File: src/rtl/cathode_cal_pkg.sv
package cathode_cal_pkg;

    typedef enum logic [1:0] {
        SEQ_BLANK   = 2'd0,
        SEQ_HOLD    = 2'd1,
        SEQ_RUN     = 2'd2,
        SEQ_SERVICE = 2'd3
    } seq_state_t;

    typedef struct packed {
        logic rgb_blank;
        logic settle_flag;
        logic loop_enable;
        logic force_black;
        logic vscan_off;
    } drive_ctl_t;

    function automatic drive_ctl_t decode_state(seq_state_t s);
        drive_ctl_t d;
        d.rgb_blank   = (s != SEQ_RUN);
        d.settle_flag = (s == SEQ_BLANK) || (s == SEQ_SERVICE);
        d.loop_enable = (s != SEQ_SERVICE);
        d.force_black = (s == SEQ_SERVICE);
        d.vscan_off   = (s == SEQ_SERVICE);
        return d;
    endfunction

endpackage

File: src/rtl/ccs_phase_gen.sv
module ccs_phase_gen (
    input  logic clk,
    input  logic rst,
    input  logic field_pulse,
    input  logic freeze,
    input  logic restart,
    output logic phase_hi,
    output logic leak_strobe
);
    always_ff @(posedge clk) begin
        if (rst || restart) begin
            phase_hi <= 1'b1;
        end else if (field_pulse && !freeze) begin
            phase_hi <= ~phase_hi;
        end
    end

    always_ff @(posedge clk) begin
        if (rst) begin
            leak_strobe <= 1'b0;
        end else begin
            leak_strobe <= field_pulse && !freeze;
        end
    end
endmodule

File: src/rtl/ccs_release_timer.sv
module ccs_release_timer #(
    parameter int FIELD_DELAY = 64
) (
    input  logic clk,
    input  logic rst,
    input  logic enable,
    input  logic field_pulse,
    output logic done
);
    localparam int CW = $clog2(FIELD_DELAY + 1);
    localparam logic [CW-1:0] LAST = CW'(FIELD_DELAY - 1);

    logic [CW-1:0] count_q;

    assign done = enable && field_pulse && (count_q == LAST);

    always_ff @(posedge clk) begin
        if (rst || !enable) begin
            count_q <= '0;
        end else if (field_pulse) begin
            count_q <= done ? '0 : count_q + 1'b1;
        end
    end
endmodule

File: src/rtl/ccs_release_fsm.sv
module ccs_release_fsm
    import cathode_cal_pkg::*;
(
    input  logic       clk,
    input  logic       rst,
    input  logic       service_mode,
    input  logic       loop_stable,
    input  logic       host_hold,
    input  logic       timed_release,
    input  logic       timer_done,
    output seq_state_t state
);
    seq_state_t state_d;

    always_comb begin
        state_d = state;
        if (service_mode) begin
            state_d = SEQ_SERVICE;
        end else begin
            unique case (state)
                SEQ_SERVICE: state_d = SEQ_BLANK;
                SEQ_BLANK: begin
                    if (timed_release) begin
                        if (timer_done) state_d = SEQ_RUN;
                    end else if (loop_stable) begin
                        state_d = host_hold ? SEQ_HOLD : SEQ_RUN;
                    end
                end
                SEQ_HOLD: if (!host_hold) state_d = SEQ_RUN;
                SEQ_RUN:  state_d = SEQ_RUN;
                default:  state_d = SEQ_BLANK;
            endcase
        end
    end

    always_ff @(posedge clk) begin
        if (rst) state <= SEQ_BLANK;
        else     state <= state_d;
    end
endmodule

File: src/rtl/cathode_cal_seq.sv
module cathode_cal_seq
    import cathode_cal_pkg::*;
#(
    parameter int FIELD_DELAY = 64
) (
    input  logic clk,
    input  logic rst,
    input  logic field_pulse,
    input  logic loop_stable,
    input  logic host_hold,
    input  logic timed_release,
    input  logic service_mode,
    output logic rgb_blank,
    output logic settle_flag,
    output logic meas_hi_sel,
    output logic meas_lo_sel,
    output logic leak_meas,
    output logic loop_enable,
    output logic force_black,
    output logic vscan_off
);
    seq_state_t state;
    drive_ctl_t ctl;
    logic       timer_en;
    logic       timer_done;
    logic       restart;
    logic       phase_hi;

    assign timer_en = (state == SEQ_BLANK) && timed_release && !service_mode;
    assign restart  = (state == SEQ_SERVICE) && !service_mode;

    ccs_release_timer #(.FIELD_DELAY(FIELD_DELAY)) u_timer (
        .clk(clk), .rst(rst), .enable(timer_en),
        .field_pulse(field_pulse), .done(timer_done)
    );

    ccs_release_fsm u_fsm (
        .clk(clk), .rst(rst), .service_mode(service_mode),
        .loop_stable(loop_stable), .host_hold(host_hold),
        .timed_release(timed_release), .timer_done(timer_done),
        .state(state)
    );

    ccs_phase_gen u_phase (
        .clk(clk), .rst(rst), .field_pulse(field_pulse),
        .freeze(service_mode), .restart(restart),
        .phase_hi(phase_hi), .leak_strobe(leak_meas)
    );

    assign ctl         = decode_state(state);
    assign rgb_blank   = ctl.rgb_blank;
    assign settle_flag = ctl.settle_flag;
    assign loop_enable = ctl.loop_enable;
    assign force_black = ctl.force_black;
    assign vscan_off   = ctl.vscan_off;
    assign meas_hi_sel = ctl.loop_enable && phase_hi;
    assign meas_lo_sel = ctl.loop_enable && !phase_hi;
endmodule

File: config.mk
export PLATFORM = sky130hd
export DESIGN_NAME = cathode_cal_seq
export DESIGN_NICKNAME = d
export VERILOG_FILES = /design/src/rtl/cathode_cal_pkg.sv /design/src/rtl/ccs_phase_gen.sv /design/src/rtl/ccs_release_timer.sv /design/src/rtl/ccs_release_fsm.sv /design/src/rtl/cathode_cal_seq.sv
export SDC_FILE = /design/constraint.sdc
export NUM_CORES = 1
export LEC_CHECK = 0
export ABC_AREA = 0
export BUFFER_PORTS_ARGS = -buffer_cell sky130_fd_sc_hd__buf_2
export CAP_MARGIN = 40
export CORE_UTILIZATION = 46
export DETAILED_ROUTE_END_ITERATION = 6
export GPL_TIMING_DRIVEN = 0
export PLACE_DENSITY = 0.7
export SLEW_MARGIN = 20
export SYNTH_ARGS = -nofsm -noshare
export SYNTH_HDL_FRONTEND = slang
export SYNTH_SLANG_ARGS = --single-unit
File: constraint.sdc
create_clock -name clk -period 1.6 [get_ports clk]
set_input_delay 0 -clock clk [delete_from_list [all_inputs] [get_ports clk]]
set_output_delay 0 -clock clk [all_outputs]
set_load 0.01 [all_outputs]
==> results of run 1 <==
path summary, 6_finish.rpt:
check	cells after the start	endpoint	startpoint	slack, ns
worst max-delay path	6	u_fsm.state[0]	u_fsm.state[0]	0.1
worst min-delay path	3	u_fsm.state[1]	service_mode	0.11
worst max register to register	6	u_fsm.state[0]	u_fsm.state[0]	0.1
worst min register to register	1	u_timer.count_q[6]	u_timer.count_q[6]	0.45
state kept, by name (all words and copies together), names as in the netlist:
register / count
u_fsm.state: 2
u_phase.leak_strobe: 1
u_phase.phase_hi: 1
u_timer.count_q: 7
metal layers:
metal / global-route usage / wire length [um]
met1: 0.2042 / 494
met3: 0.06936 / 55
met2: 0.2958 / 555
met4: 0.07759 / 19
met5: 0 / 0
layout make-up:
class / count / area [um2] / area share
Buffer: 2 / 15.01 / 0.01908
Clock buffer: 4 / 26.28 / 0.03339
Inverter: 7 / 26.28 / 0.03339
Multi-Input combinational cell: 51 / 385.4 / 0.4897
Sequential cell: 11 / 220.2 / 0.2798
Tap cell: 15 / 18.77 / 0.02385
Timing Repair Buffer: 16 / 95.09 / 0.1208
per-stage QoR:
step	total power [mW]	area (um2)	utilization	hold slack, ns	cells
after floorplan	0.4002	634.4	-	0.07508	71
after global placement	0.4461	718.2	0.5589	0.2637	99
after detailed placement	0.4481	718.2	0.5589	0.2691	99
after CTS	0.6514	774.5	0.6027	0.09354	106
after global routing	0.6869	787.0	0.6125	0.1259	106
final	0.6448	787.0	0.6125	0.1086	106
logic make-up (layout without fill, tap and decap cells):
group,count (synthesis),after routing
simple gates,28,28
mux,2,2
flops,11,11
buf+inv,9,29
fa+ha+maj,6,6
compound gates,10,10
xor+xnor,5,5
worst max-delay path, stage by stage, from the launching register on:
cell	delay [ns]
sky130_fd_sc_hd__dfxtp_1	0.36
sky130_fd_sc_hd__inv_2	0.09
sky130_fd_sc_hd__ha_2	0.19
sky130_fd_sc_hd__nand2_1	0.07
sky130_fd_sc_hd__o21bai_2	0.19
sky130_fd_sc_hd__a21oi_2	0.18
sky130_fd_sc_hd__mux2_4	0.31
synthesized netlist by cell type, types with 2 or more instances:
cell type	number
sky130_fd_sc_hd__nand2_1	6
sky130_fd_sc_hd__ha_1	6
sky130_fd_sc_hd__xnor2_1	3
sky130_fd_sc_hd__xor2_1	2
sky130_fd_sc_hd__buf_4	2
sky130_fd_sc_hd__dfxtp_1	11
sky130_fd_sc_hd__nand3b_1	2
sky130_fd_sc_hd__nor2_1	11
sky130_fd_sc_hd__nor3b_1	2
sky130_fd_sc_hd__a21oi_1	2
sky130_fd_sc_hd__inv_1	7
where the power goes:
group / total, mW / internal (mW) / switching (mW) / leakage (nW)
Combinational: 0.154 / 0.0760 / 0.0782 / 0.251
Sequential: 0.298 / 0.285 / 0.0125 / 0.0896
Clock: 0.193 / 0.0967 / 0.0964 / 0.0150
Total: 0.645 / 0.458 / 0.187 / 0.355
timing repair:
| item | in CTS | in global routing |
|---|---|---|
| gates resized for setup | 0 | 4 |
| hold endpoints to repair | 2 | 0 |
| setup endpoints to repair | 0 | 4 |
| hold buffers | 3 | 0 |
==> flow_results.xml, run 1 <==
<?xml version="1.0" encoding="UTF-8"?>
<metrics>
  <group name="clock_tree">
    <metric name="post_cts_buffers" unit="">0</metric>
    <metric name="clk-insertion-delay-late" unit="ns">0.27</metric>
    <metric name="htreeDepth" unit="">1</metric>
    <metric name="clk_pin_slew_worst_paths" unit="ns">0.07</metric>
    <metric name="clock_tree.buffer_depth" unit="">2</metric>
    <metric name="cts_tree" unit="">yes</metric>
    <metric name="cts_buffers" unit="">3</metric>
    <metric name="clock_sink_count" unit="">11</metric>
    <metric name="library_cell_used_as_clock_root_buffer" unit="">sky130_fd_sc_hd__clkbuf_4</metric>
  </group>
  <group name="floorplanning">
    <metric name="num_rows" unit="">13</metric>
    <metric name="floorplan.die.width" unit="um">39.14</metric>
    <metric name="die-area" unit="mm2">0.001532</metric>
    <metric name="start_util" unit="">0.4937</metric>
    <metric name="die_h" unit="um">39.14</metric>
    <metric name="core" unit="mm2">0.001285</metric>
    <metric name="design.portCount" unit="">15</metric>
  </group>
  <group name="sta">
    <metric name="grt_setup_unrepaired" unit="">false</metric>
    <metric name="final_hold_viol_count" unit="">0</metric>
    <metric name="timing.final.max_slew_violations" unit="">0</metric>
    <metric name="final.setup_skew" unit="ns">0.001626</metric>
    <metric name="fin_setup_tns" unit="ns">0</metric>
    <metric name="timing.max_slew.rel_slack" unit="">0.8050</metric>
    <metric name="worstMarginPinSlew" unit="ns">0.2909</metric>
    <metric name="fmaxAchievable" unit="GHz">0.6651</metric>
    <metric name="final.period_utilization" unit="">0.9396</metric>
    <metric name="crit_path_setup_slack_layout" unit="ns">0.09657</metric>
    <metric name="min_period" unit="ns">1.503</metric>
    <metric name="setup_viol_count_final" unit="">0</metric>
  </group>
  <group name="power_and_ir_drop">
    <metric name="ir_drop" unit="uV">598.8</metric>
    <metric name="leakage" unit="nW">0.3551</metric>
    <metric name="power.density_cell_area" unit="mW/mm2">819.3</metric>
  </group>
  <group name="synth">
    <metric name="synthDominantCellAreaShare" unit="">0.3471</metric>
    <metric name="syn-num-nets" unit="">84</metric>
    <metric name="synth_xor_area_frac" unit="">0.06903</metric>
    <metric name="synth_flop_cell" unit="">sky130_fd_sc_hd__dfxtp_1</metric>
    <metric name="post_synth_mux_area_share" unit="">0.03945</metric>
    <metric name="synth_area_leader_cell" unit="">sky130_fd_sc_hd__dfxtp_1</metric>
    <metric name="synth_simple_gate_area_frac" unit="">0.2387</metric>
    <metric name="number_of_flops_mapped_to_enable_cells_by_yosys" unit="">0</metric>
    <metric name="mappedNetlistArea" unit="um2">634.4</metric>
    <metric name="post_synth_main_area_contributors" unit="">sky130_fd_sc_hd__dfxtp_1, sky130_fd_sc_hd__ha_1, sky130_fd_sc_hd__nor2_1</metric>
    <metric name="syn-mean-instance-area" unit="um2">8.935</metric>
    <metric name="share_of_synthesized_area_occupied_by_flip_flops_and_latches" unit="">0.3471</metric>
    <metric name="main_combinational_cell_family_by_area_after_synthesis" unit="">simple AND/OR/NAND/NOR gates</metric>
    <metric name="post_synth_fa_ha_maj_area_fraction" unit="">0.1183</metric>
    <metric name="ys_ff_latch" unit="">11</metric>
    <metric name="synth_compound_gate_area_share" unit="">0.1223</metric>
    <metric name="yosys_warnings" unit="">0</metric>
    <metric name="asyncSetResetFlopFracSynth" unit="">0</metric>
    <metric name="syn_inst_count" unit="">71</metric>
    <metric name="synth_cell_types" unit="">28</metric>
  </group>
  <group name="route">
    <metric name="detail_route.drc_violations" unit="">0</metric>
    <metric name="routed_via_density" unit="">4.925</metric>
    <metric name="drt-wirelength-per-cell" unit="um">10.62</metric>
    <metric name="starting_drt_drc_count" unit="">5</metric>
    <metric name="total_via_count_in_the_routed_design" unit="">522</metric>
    <metric name="finalWirelength" unit="um">1126</metric>
    <metric name="drt_pass1_iterations" unit="">4</metric>
    <metric name="postRouteAntennaNets" unit="">0</metric>
  </group>
  <group name="min_path">
    <metric name="hp-class" unit="">primary input to flop</metric>
  </group>
  <group name="cells_and_area">
    <metric name="drive_gt1_frac" unit="">0.2967</metric>
    <metric name="fillerInstances" unit="">124</metric>
    <metric name="final_net_count" unit="">105</metric>
    <metric name="layout.cells.most_common_list" unit="">sky130_fd_sc_hd__buf_2, sky130_fd_sc_hd__nor2_1, sky130_fd_sc_hd__dfxtp_1, sky130_fd_sc_hd__inv_1, sky130_fd_sc_hd__nand2_1</metric>
    <metric name="final_common_cell" unit="">sky130_fd_sc_hd__buf_2</metric>
    <metric name="syn_to_final_growth" unit="%">24.06</metric>
    <metric name="antenna_cells" unit="">0</metric>
  </group>
  <group name="critical_path">
    <metric name="worst-setup-path-type" unit="">flop to flop</metric>
    <metric name="start_kind" unit="">flop</metric>
    <metric name="timing.critical_path.to_type" unit="">flop</metric>
    <metric name="crit_arrival" unit="ns">1.67</metric>
    <metric name="critical_path_required" unit="ns">1.76</metric>
    <metric name="critical_path_peak_fanout" unit="">4</metric>
  </group>
  <group name="grt">
    <metric name="grt_antenna_before_repair" unit="">0</metric>
    <metric name="globalRouteTotalUtil" unit="">0.1802</metric>
    <metric name="vias_in_the_first_global_route" unit="">450</metric>
    <metric name="globalRoute.totalOverflow" unit="">0</metric>
    <metric name="grt_max_degree" unit="">10</metric>
    <metric name="grt_pass1_wl" unit="um">1821</metric>
  </group>
  <group name="status">
    <metric name="outcome" unit="">finished clean</metric>
  </group>
  <group name="run">
    <metric name="max_cap_viol_count" unit="">0</metric>
  </group>
  <group name="placement">
    <metric name="preCtsSetupSlack" unit="ns">0.06705</metric>
    <metric name="io_buffer_count" unit="">13</metric>
    <metric name="globalplace.congestion" unit="">0.6455</metric>
    <metric name="place_hpwl" unit="um">835.7</metric>
  </group>
</metrics>
No activity file was read; power rests on OpenSTA's default activity.
==> run 2, diff against run 1 <==
==> constraint.sdc (replaced) <==
create_clock -name clk -period 1.6 [get_ports clk]
set_input_delay 0.08 -clock clk [delete_from_list [all_inputs] [get_ports clk]]
set_output_delay 0.08 -clock clk [all_outputs]
set_load 0.01 [all_outputs]
==> run 2 against run 1 <==
First-iteration DRC count did not move. Clock power barely moved. Count of clock-buffer cells in the layout did not move. Power fell by 0.75%. Critical path type unchanged. Via count fell by 3.1%. Critical endpoint unchanged.
==> flow_results.xml, run 2 (synthesis gave the netlist of run 1 again) <==
<?xml version="1.0" encoding="UTF-8"?>
<metrics>
  <group name="power_and_ir_drop">
    <metric name="netSwitchingPower" unit="mW">0.1867</metric>
    <metric name="power.share.switching" unit="">0.2917</metric>
    <metric name="finalPower" unit="mW">0.6400</metric>
    <metric name="power_report.internal_total" unit="mW">0.4533</metric>
    <metric name="power.combinational.fraction" unit="">0.233</metric>
    <metric name="leakage" unit="nW">0.3405</metric>
    <metric name="p_clk_frac" unit="">0.302</metric>
    <metric name="ir_drop" unit="uV">588.0</metric>
    <metric name="seq_power_share" unit="">0.465</metric>
    <metric name="power.density_cell_area" unit="mW/mm2">845.4</metric>
  </group>
  <group name="placement">
    <metric name="place_hpwl" unit="um">835.7</metric>
    <metric name="io_buffer_count" unit="">13</metric>
    <metric name="globalplace.congestion" unit="">0.6455</metric>
    <metric name="preCtsSetupSlack" unit="ns">0.06705</metric>
    <metric name="placed_instances" unit="">99</metric>
  </group>
  <group name="critical_path">
    <metric name="worst_r2r_path_depth" unit="">6</metric>
    <metric name="crit_arrival" unit="ns">1.67</metric>
    <metric name="cp_cell_sequence" unit="">inv_2 &gt; ha_2 &gt; nand2_1 &gt; o21bai_2 &gt; a21oi_2 &gt; mux2_4</metric>
    <metric name="critical_path_required" unit="ns">1.76</metric>
    <metric name="cpLargestDelayFamily" unit="">compound AO/OA/AOI/OAI gates</metric>
    <metric name="reg2reg_to" unit="">u_fsm.state[0]</metric>
    <metric name="critical_path_peak_fanout" unit="">4</metric>
    <metric name="timing.critical_path.to_type" unit="">flop</metric>
    <metric name="rrSetupSlack" unit="ns">0.1</metric>
    <metric name="crit_buf_inv" unit="">1</metric>
    <metric name="slowest_stage" unit="">sky130_fd_sc_hd__dfxtp_1</metric>
    <metric name="start_kind" unit="">flop</metric>
    <metric name="worstReg2RegStart" unit="">u_fsm.state[0]</metric>
    <metric name="critPathMaxStageDelay" unit="ns">0.36</metric>
    <metric name="worst-setup-path-type" unit="">flop to flop</metric>
  </group>
  <group name="floorplanning">
    <metric name="die_h" unit="um">39.14</metric>
    <metric name="design.portCount" unit="">15</metric>
    <metric name="core" unit="mm2">0.001285</metric>
    <metric name="num_rows" unit="">13</metric>
    <metric name="die-area" unit="mm2">0.001532</metric>
    <metric name="start_util" unit="">0.4937</metric>
    <metric name="floorplan.die.width" unit="um">39.14</metric>
  </group>
  <group name="clock_tree">
    <metric name="post_cts_buffers" unit="">0</metric>
    <metric name="htreeDepth" unit="">1</metric>
    <metric name="clk-insertion-delay-late" unit="ns">0.27</metric>
    <metric name="library_cell_used_as_clock_root_buffer" unit="">sky130_fd_sc_hd__clkbuf_4</metric>
    <metric name="cts_tree" unit="">yes</metric>
    <metric name="clk_pin_slew_worst_paths" unit="ns">0.07</metric>
    <metric name="cts_resized" unit="">0</metric>
    <metric name="clock_tree.buffer_depth" unit="">2</metric>
    <metric name="number_of_hold_buffers_added_after_cts" unit="">0</metric>
    <metric name="cts_buffers" unit="">3</metric>
    <metric name="clock_sink_count" unit="">11</metric>
  </group>
  <group name="grt">
    <metric name="grt_antenna_before_repair" unit="">0</metric>
    <metric name="globalRouteTotalUtil" unit="">0.1742</metric>
    <metric name="grt_max_degree" unit="">10</metric>
    <metric name="grt_pass1_wl" unit="um">1752</metric>
    <metric name="vias_in_the_first_global_route" unit="">431</metric>
    <metric name="globalRoute.totalOverflow" unit="">0</metric>
  </group>
  <group name="route">
    <metric name="postRouteAntennaNets" unit="">0</metric>
    <metric name="total_via_count_in_the_routed_design" unit="">506</metric>
    <metric name="finalWirelength" unit="um">1101</metric>
    <metric name="detail_route.drc_violations" unit="">0</metric>
    <metric name="routed_via_density" unit="">4.913</metric>
    <metric name="drt-wirelength-per-cell" unit="um">10.69</metric>
    <metric name="drt_pass1_iterations" unit="">4</metric>
    <metric name="starting_drt_drc_count" unit="">5</metric>
  </group>
  <group name="cells_and_area">
    <metric name="final_net_count" unit="">102</metric>
    <metric name="layout.cells.most_common_list" unit="">sky130_fd_sc_hd__buf_2, sky130_fd_sc_hd__nor2_1, sky130_fd_sc_hd__dfxtp_1, sky130_fd_sc_hd__inv_1, sky130_fd_sc_hd__nand2_1</metric>
    <metric name="antenna_cells" unit="">0</metric>
    <metric name="syn_to_final_growth" unit="%">19.33</metric>
    <metric name="largest_register_ffs" unit="">7</metric>
    <metric name="final_common_cell" unit="">sky130_fd_sc_hd__buf_2</metric>
    <metric name="top_register" unit="">u_timer.count_q</metric>
    <metric name="top_regs" unit="">u_timer.count_q x7, u_fsm.state x2</metric>
    <metric name="drive_gt1_frac" unit="">0.3068</metric>
    <metric name="post_route_non_filler_standard_cell_count" unit="">103</metric>
  </group>
  <group name="min_path">
    <metric name="worstHoldEndpoint" unit="">u_phase.leak_strobe</metric>
    <metric name="worstHoldStart" unit="">service_mode</metric>
    <metric name="hold_crit_depth" unit="">2</metric>
    <metric name="hp-class" unit="">primary input to flop</metric>
  </group>
  <group name="sta">
    <metric name="final.period_utilization" unit="">0.9394</metric>
    <metric name="fin_setup_tns" unit="ns">0</metric>
    <metric name="worstMarginPinSlew" unit="ns">0.2892</metric>
    <metric name="final.setup_skew" unit="ns">0.001717</metric>
    <metric name="grt_setup_unrepaired" unit="">false</metric>
    <metric name="final_hold_viol_count" unit="">0</metric>
    <metric name="min_period" unit="ns">1.503</metric>
    <metric name="timing.max_slew.rel_slack" unit="">0.8061</metric>
    <metric name="crit_path_setup_slack_layout" unit="ns">0.09701</metric>
    <metric name="fmaxAchievable" unit="GHz">0.6653</metric>
    <metric name="setup_viol_count_final" unit="">0</metric>
    <metric name="timing.final.max_slew_violations" unit="">0</metric>
  </group>
  <group name="run">
    <metric name="max_cap_viol_count" unit="">0</metric>
  </group>
  <group name="status">
    <metric name="outcome" unit="">finished clean</metric>
  </group>
</metrics>
run 2: power by group through the flow:
| stage | Sequential (mW) | Combinational (mW) | Clock (mW) |
|---|---|---|---|
| after floorplan | 0.301 | 0.0992 | 0 |
| after global placement | 0.303 | 0.143 | 0 |
| after detailed placement | 0.303 | 0.145 | 0 |
| after CTS | 0.297 | 0.146 | 0.203 |
| after global routing | 0.300 | 0.169 | 0.212 |
| final | 0.298 | 0.149 | 0.193 |
run 2: how the worst max path moves through the flow:
stage	start	end	slack, ns	cells after the start
after floorplan	u_fsm.state[0]	u_fsm.state[0]	0.16	6
after global placement	u_fsm.state[0]	u_timer.count_q[1]	0.06	6
after detailed placement	u_fsm.state[0]	u_fsm.state[0]	0.07	6
after CTS	u_fsm.state[0]	u_timer.count_q[1]	0.03	6
after global routing	u_fsm.state[1]	u_fsm.state[0]	0.007	6
final	u_fsm.state[0]	u_fsm.state[0]	0.1	6
run 2: metrics by stage:
stage | util | area, um2 | hold WS [ns]
final | 0.5891 | 757.0 | 0.06957
after CTS | 0.5794 | 744.5 | 0.05185
after detailed placement | 0.5589 | 718.2 | 0.3491
after floorplan | - | 634.4 | 0.1551
after global placement | 0.5589 | 718.2 | 0.3437
after global routing | 0.5891 | 757.0 | 0.06988
run 2: metal layers:
| metal | wire [um] | share of wire | global-route usage |
|---|---|---|---|
| met4 | 19 | 0.017 | 0.07759 |
| met5 | 0 | 0 | 0 |
| met3 | 55 | 0.050 | 0.06936 |
| met2 | 531 | 0.48 | 0.2833 |
| met1 | 494 | 0.45 | 0.1972 |
run 2: layout make-up:
class | instances | area (um2)
plain buffers | 2 | 15.01
clock buffers | 4 | 26.28
fillers | 128 | 528.0
inverters | 7 | 26.28
multi-input cells | 51 | 385.4
flip-flops and latches | 11 | 220.2
well taps | 15 | 18.77
repair buffers | 13 | 65.06
==> run 3, diff against run 2 <==
--- a/config.mk
+++ b/config.mk
@@ -5,7 +5,7 @@
 export SDC_FILE = /design/constraint.sdc
 export NUM_CORES = 1
 export LEC_CHECK = 0
-export ABC_AREA = 0
+export ABC_AREA = 1
 export BUFFER_PORTS_ARGS = -buffer_cell sky130_fd_sc_hd__buf_2
 export CAP_MARGIN = 40
 export CORE_UTILIZATION = 46
==> run 3 against run 2 <==
Flip-flop and latch count did not move. Synthesized cell count rose by 18%. First-iteration DRC count rose by 120%. Clock skew grew 0.0086 ns. Combinational power shrank 9%. Die area decreased by 1.5%. Clock power decreased by 4%. Via count rose by 4.5%. Critical path depth stayed put. Critical path type unchanged.
==> flow_results.xml, run 3 <==
<?xml version="1.0" encoding="UTF-8"?>
<metrics>
  <group name="sta">
    <metric name="setup_viol_count_final" unit="">0</metric>
    <metric name="final_hold_viol_count" unit="">0</metric>
    <metric name="final.period_utilization" unit="">0.8575</metric>
    <metric name="timing.final.max_slew_violations" unit="">0</metric>
    <metric name="fmaxAchievable" unit="GHz">0.7289</metric>
    <metric name="final.setup_skew" unit="ns">0.01029</metric>
    <metric name="min_period" unit="ns">1.372</metric>
    <metric name="grt_setup_unrepaired" unit="">false</metric>
    <metric name="timing.max_slew.rel_slack" unit="">0.8459</metric>
    <metric name="fin_setup_tns" unit="ns">0</metric>
    <metric name="worstMarginPinSlew" unit="ns">0.2306</metric>
  </group>
  <group name="min_path">
    <metric name="hp-class" unit="">primary input to flop</metric>
    <metric name="worstHoldStart" unit="">service_mode</metric>
  </group>
  <group name="clock_tree">
    <metric name="cts_resized" unit="">0</metric>
    <metric name="cts_tree" unit="">yes</metric>
    <metric name="htreeDepth" unit="">1</metric>
    <metric name="cts_buffers" unit="">3</metric>
    <metric name="clock_sink_count" unit="">11</metric>
    <metric name="clk_pin_slew_worst_paths" unit="ns">0.07</metric>
    <metric name="clk-insertion-delay-late" unit="ns">0.27</metric>
    <metric name="library_cell_used_as_clock_root_buffer" unit="">sky130_fd_sc_hd__clkbuf_4</metric>
    <metric name="clock_tree.buffer_depth" unit="">2</metric>
  </group>
  <group name="route">
    <metric name="finalWirelength" unit="um">1059</metric>
    <metric name="highest_layer" unit="">met4</metric>
    <metric name="detail_route.drc_violations" unit="">0</metric>
    <metric name="starting_drt_drc_count" unit="">11</metric>
    <metric name="postRouteAntennaNets" unit="">0</metric>
    <metric name="m1WireLength" unit="um">516</metric>
    <metric name="routed-wl-met3" unit="um">61</metric>
    <metric name="routed_via_density" unit="">4.521</metric>
    <metric name="detailroute.wirelength.met2" unit="um">470</metric>
    <metric name="drt_pass1_iterations" unit="">4</metric>
    <metric name="total_via_count_in_the_routed_design" unit="">529</metric>
    <metric name="drt-wirelength-per-cell" unit="um">9.051</metric>
  </group>
  <group name="critical_path">
    <metric name="worst-setup-path-type" unit="">flop to flop</metric>
    <metric name="critical_path_required" unit="ns">1.79</metric>
    <metric name="crit_arrival" unit="ns">1.57</metric>
    <metric name="start_kind" unit="">flop</metric>
    <metric name="worstReg2RegStart" unit="">u_fsm.state[1]</metric>
    <metric name="critical_path_peak_fanout" unit="">5</metric>
    <metric name="timing.critical_path.to_type" unit="">flop</metric>
    <metric name="worst_setup_path_start" unit="">u_fsm.state[1]</metric>
  </group>
  <group name="floorplanning">
    <metric name="die-area" unit="mm2">0.001509</metric>
    <metric name="floorplan.die.width" unit="um">38.84</metric>
    <metric name="num_rows" unit="">12</metric>
    <metric name="design.portCount" unit="">15</metric>
    <metric name="die_h" unit="um">38.84</metric>
    <metric name="core" unit="mm2">0.001186</metric>
    <metric name="start_util" unit="">0.5264</metric>
  </group>
  <group name="power_and_ir_drop">
    <metric name="ir_drop" unit="uV">516.8</metric>
    <metric name="netSwitchingPower" unit="mW">0.1773</metric>
    <metric name="power_report.internal_total" unit="mW">0.4393</metric>
    <metric name="power.combinational.fraction" unit="">0.221</metric>
    <metric name="p_clk_frac" unit="">0.300</metric>
    <metric name="power.share.switching" unit="">0.2875</metric>
    <metric name="leakage" unit="nW">0.3506</metric>
    <metric name="finalPower" unit="mW">0.6167</metric>
    <metric name="seq_power_share" unit="">0.479</metric>
    <metric name="power.density_cell_area" unit="mW/mm2">824.2</metric>
  </group>
  <group name="cells_and_area">
    <metric name="top_register" unit="">u_timer.count_q</metric>
    <metric name="drive_gt1_frac" unit="">0.2524</metric>
    <metric name="final_net_count" unit="">117</metric>
    <metric name="layout.cells.most_common_list" unit="">sky130_fd_sc_hd__nor2_1, sky130_fd_sc_hd__nand2_1, sky130_fd_sc_hd__buf_2, sky130_fd_sc_hd__dfxtp_1, sky130_fd_sc_hd__inv_1</metric>
    <metric name="syn_to_final_growth" unit="%">19.84</metric>
    <metric name="top_regs" unit="">u_timer.count_q x7, u_fsm.state x2</metric>
    <metric name="antenna_cells" unit="">0</metric>
    <metric name="final_common_cell" unit="">sky130_fd_sc_hd__nor2_1</metric>
    <metric name="largest_register_ffs" unit="">7</metric>
  </group>
  <group name="placement">
    <metric name="globalplace.congestion" unit="">0.7453</metric>
    <metric name="place_hpwl" unit="um">876.2</metric>
    <metric name="io_buffer_count" unit="">14</metric>
  </group>
  <group name="synth">
    <metric name="synth_xor_area_frac" unit="">0.07014</metric>
    <metric name="syn-num-nets" unit="">97</metric>
    <metric name="asyncSetResetFlopFracSynth" unit="">0</metric>
    <metric name="main_combinational_cell_family_by_area_after_synthesis" unit="">simple AND/OR/NAND/NOR gates</metric>
    <metric name="post_synth_main_area_contributors" unit="">sky130_fd_sc_hd__dfxtp_1, sky130_fd_sc_hd__ha_1, sky130_fd_sc_hd__nor2_1</metric>
    <metric name="synthDominantCellAreaShare" unit="">0.3527</metric>
    <metric name="share_of_synthesized_area_occupied_by_flip_flops_and_latches" unit="">0.3527</metric>
    <metric name="synth_area_leader_cell" unit="">sky130_fd_sc_hd__dfxtp_1</metric>
    <metric name="syn-mean-instance-area" unit="um2">7.433</metric>
    <metric name="number_of_flops_mapped_to_enable_cells_by_yosys" unit="">0</metric>
    <metric name="synth_simple_gate_area_frac" unit="">0.3327</metric>
    <metric name="mappedNetlistArea" unit="um2">624.3</metric>
    <metric name="yosys_warnings" unit="">0</metric>
    <metric name="synth_flop_cell" unit="">sky130_fd_sc_hd__dfxtp_1</metric>
    <metric name="yosys.cell_count.top_type" unit="">sky130_fd_sc_hd__nor2_1</metric>
    <metric name="synth_compound_gate_area_share" unit="">0.04609</metric>
    <metric name="synth.top_cells.by_count" unit="">sky130_fd_sc_hd__nor2_1, sky130_fd_sc_hd__nand2_1, sky130_fd_sc_hd__dfxtp_1</metric>
    <metric name="syn_inst_count" unit="">84</metric>
    <metric name="post_synth_mux_area_share" unit="">0</metric>
    <metric name="synth_cell_types" unit="">20</metric>
    <metric name="post_synth_fa_ha_maj_area_fraction" unit="">0.1202</metric>
    <metric name="ys_ff_latch" unit="">11</metric>
  </group>
  <group name="grt">
    <metric name="globalRouteTotalUtil" unit="">0.1753</metric>
    <metric name="globalRoute.totalOverflow" unit="">0</metric>
    <metric name="grt_pass1_wl" unit="um">1662</metric>
    <metric name="grt_max_degree" unit="">8</metric>
    <metric name="grt_antenna_before_repair" unit="">0</metric>
    <metric name="vias_in_the_first_global_route" unit="">415</metric>
  </group>
  <group name="status">
    <metric name="outcome" unit="">finished clean</metric>
  </group>
  <group name="run">
    <metric name="max_cap_viol_count" unit="">0</metric>
  </group>
</metrics>
[run 3: cell types whose count changed after synthesis, sizes merged, moves of 2 or more]
cell    delta
nor2       +8
nand2     +12
xor2       +2
nand3      +5
inv        +4
xnor2      -2
o21bai     -2
nand4      -2
nand3b     -2
[run 3: what timing repair did]
action / 4_1_cts / 5_1_grt
setup endpoints to repair: 0 / 0
buffers inserted: 0 / 0
endpoints found under the hold margin: 1 / 0
hold buffers: 1 / 0
[run 3: final cells by class]
class,count,area (um2)
well taps,14,17.52
flip-flops and latches,11,220.2
repair buffers,15,80.08
clock buffers,4,26.28
plain buffers,1,7.507
inverters,11,41.29
multi-input cells,61,355.3
fillers,117,437.9
[run 3: worst paths after layout]
check	cells past startpoint	slack (ns)	end
worst max-delay path	6	0.23	u_timer.count_q[0]
worst min-delay path	2	0.07	u_phase.phase_hi
worst max register to register	6	0.23	u_timer.count_q[0]
worst min register to register	2	0.52	u_timer.count_q[6]
[run 3: layer usage]
| metal | up-vias | GRT usage |
|---|---|---|
| met5 | - | 0 |
| met4 | 0 | 0.07759 |
| met3 | 2 | 0.08671 |
| met2 | 14 | 0.2958 |
| met1 | 216 | 0.1796 |
| li1 | 297 | - |
[run 3: cells by family after synthesis]
kind of cell	count (synthesis)
flops	11
fa+ha+maj	6
compound gates	5
xor+xnor	5
simple gates	45
buf+inv	12
[run 3: metrics by stage]
| step | area, um2 | hold WS (ns) | util | worst slack (ns) | instances |
|---|---|---|---|---|---|
| 6_report | 748.2 | 0.06549 | 0.6308 | 0.2280 | 117 |
| 2_1_floorplan | 624.3 | 0.1524 | - | 0.3901 | 84 |
| 5_1_grt | 748.2 | 0.07608 | 0.6308 | 0.08559 | 117 |
| 4_1_cts | 748.2 | 0.06226 | 0.6308 | 0.2116 | 117 |
| 3_5_place_dp | 711.9 | 0.2585 | 0.6002 | 0.2176 | 112 |
| 3_3_place_gp | 711.9 | 0.2536 | 0.6002 | 0.2523 | 112 |
[run 3: power groups by stage]
stage               sequential [mW]  combinational, mW  clock (mW)
finish                        0.295              0.136       0.185
global route                  0.297              0.158       0.201
CTS                           0.295              0.137       0.195
detailed placement            0.302              0.135           0
global placement              0.301              0.133           0
floorplan                     0.300             0.0889           0
[run 3: critical path, stage by stage (launching register included)]
cell and delay, ns:
sky130_fd_sc_hd__dfxtp_1 0.34, sky130_fd_sc_hd__inv_1 0.11, sky130_fd_sc_hd__ha_1 0.20, sky130_fd_sc_hd__nand2_1 0.09, sky130_fd_sc_hd__nor2_2 0.15, sky130_fd_sc_hd__nand3_1 0.22, sky130_fd_sc_hd__nor3b_1 0.21
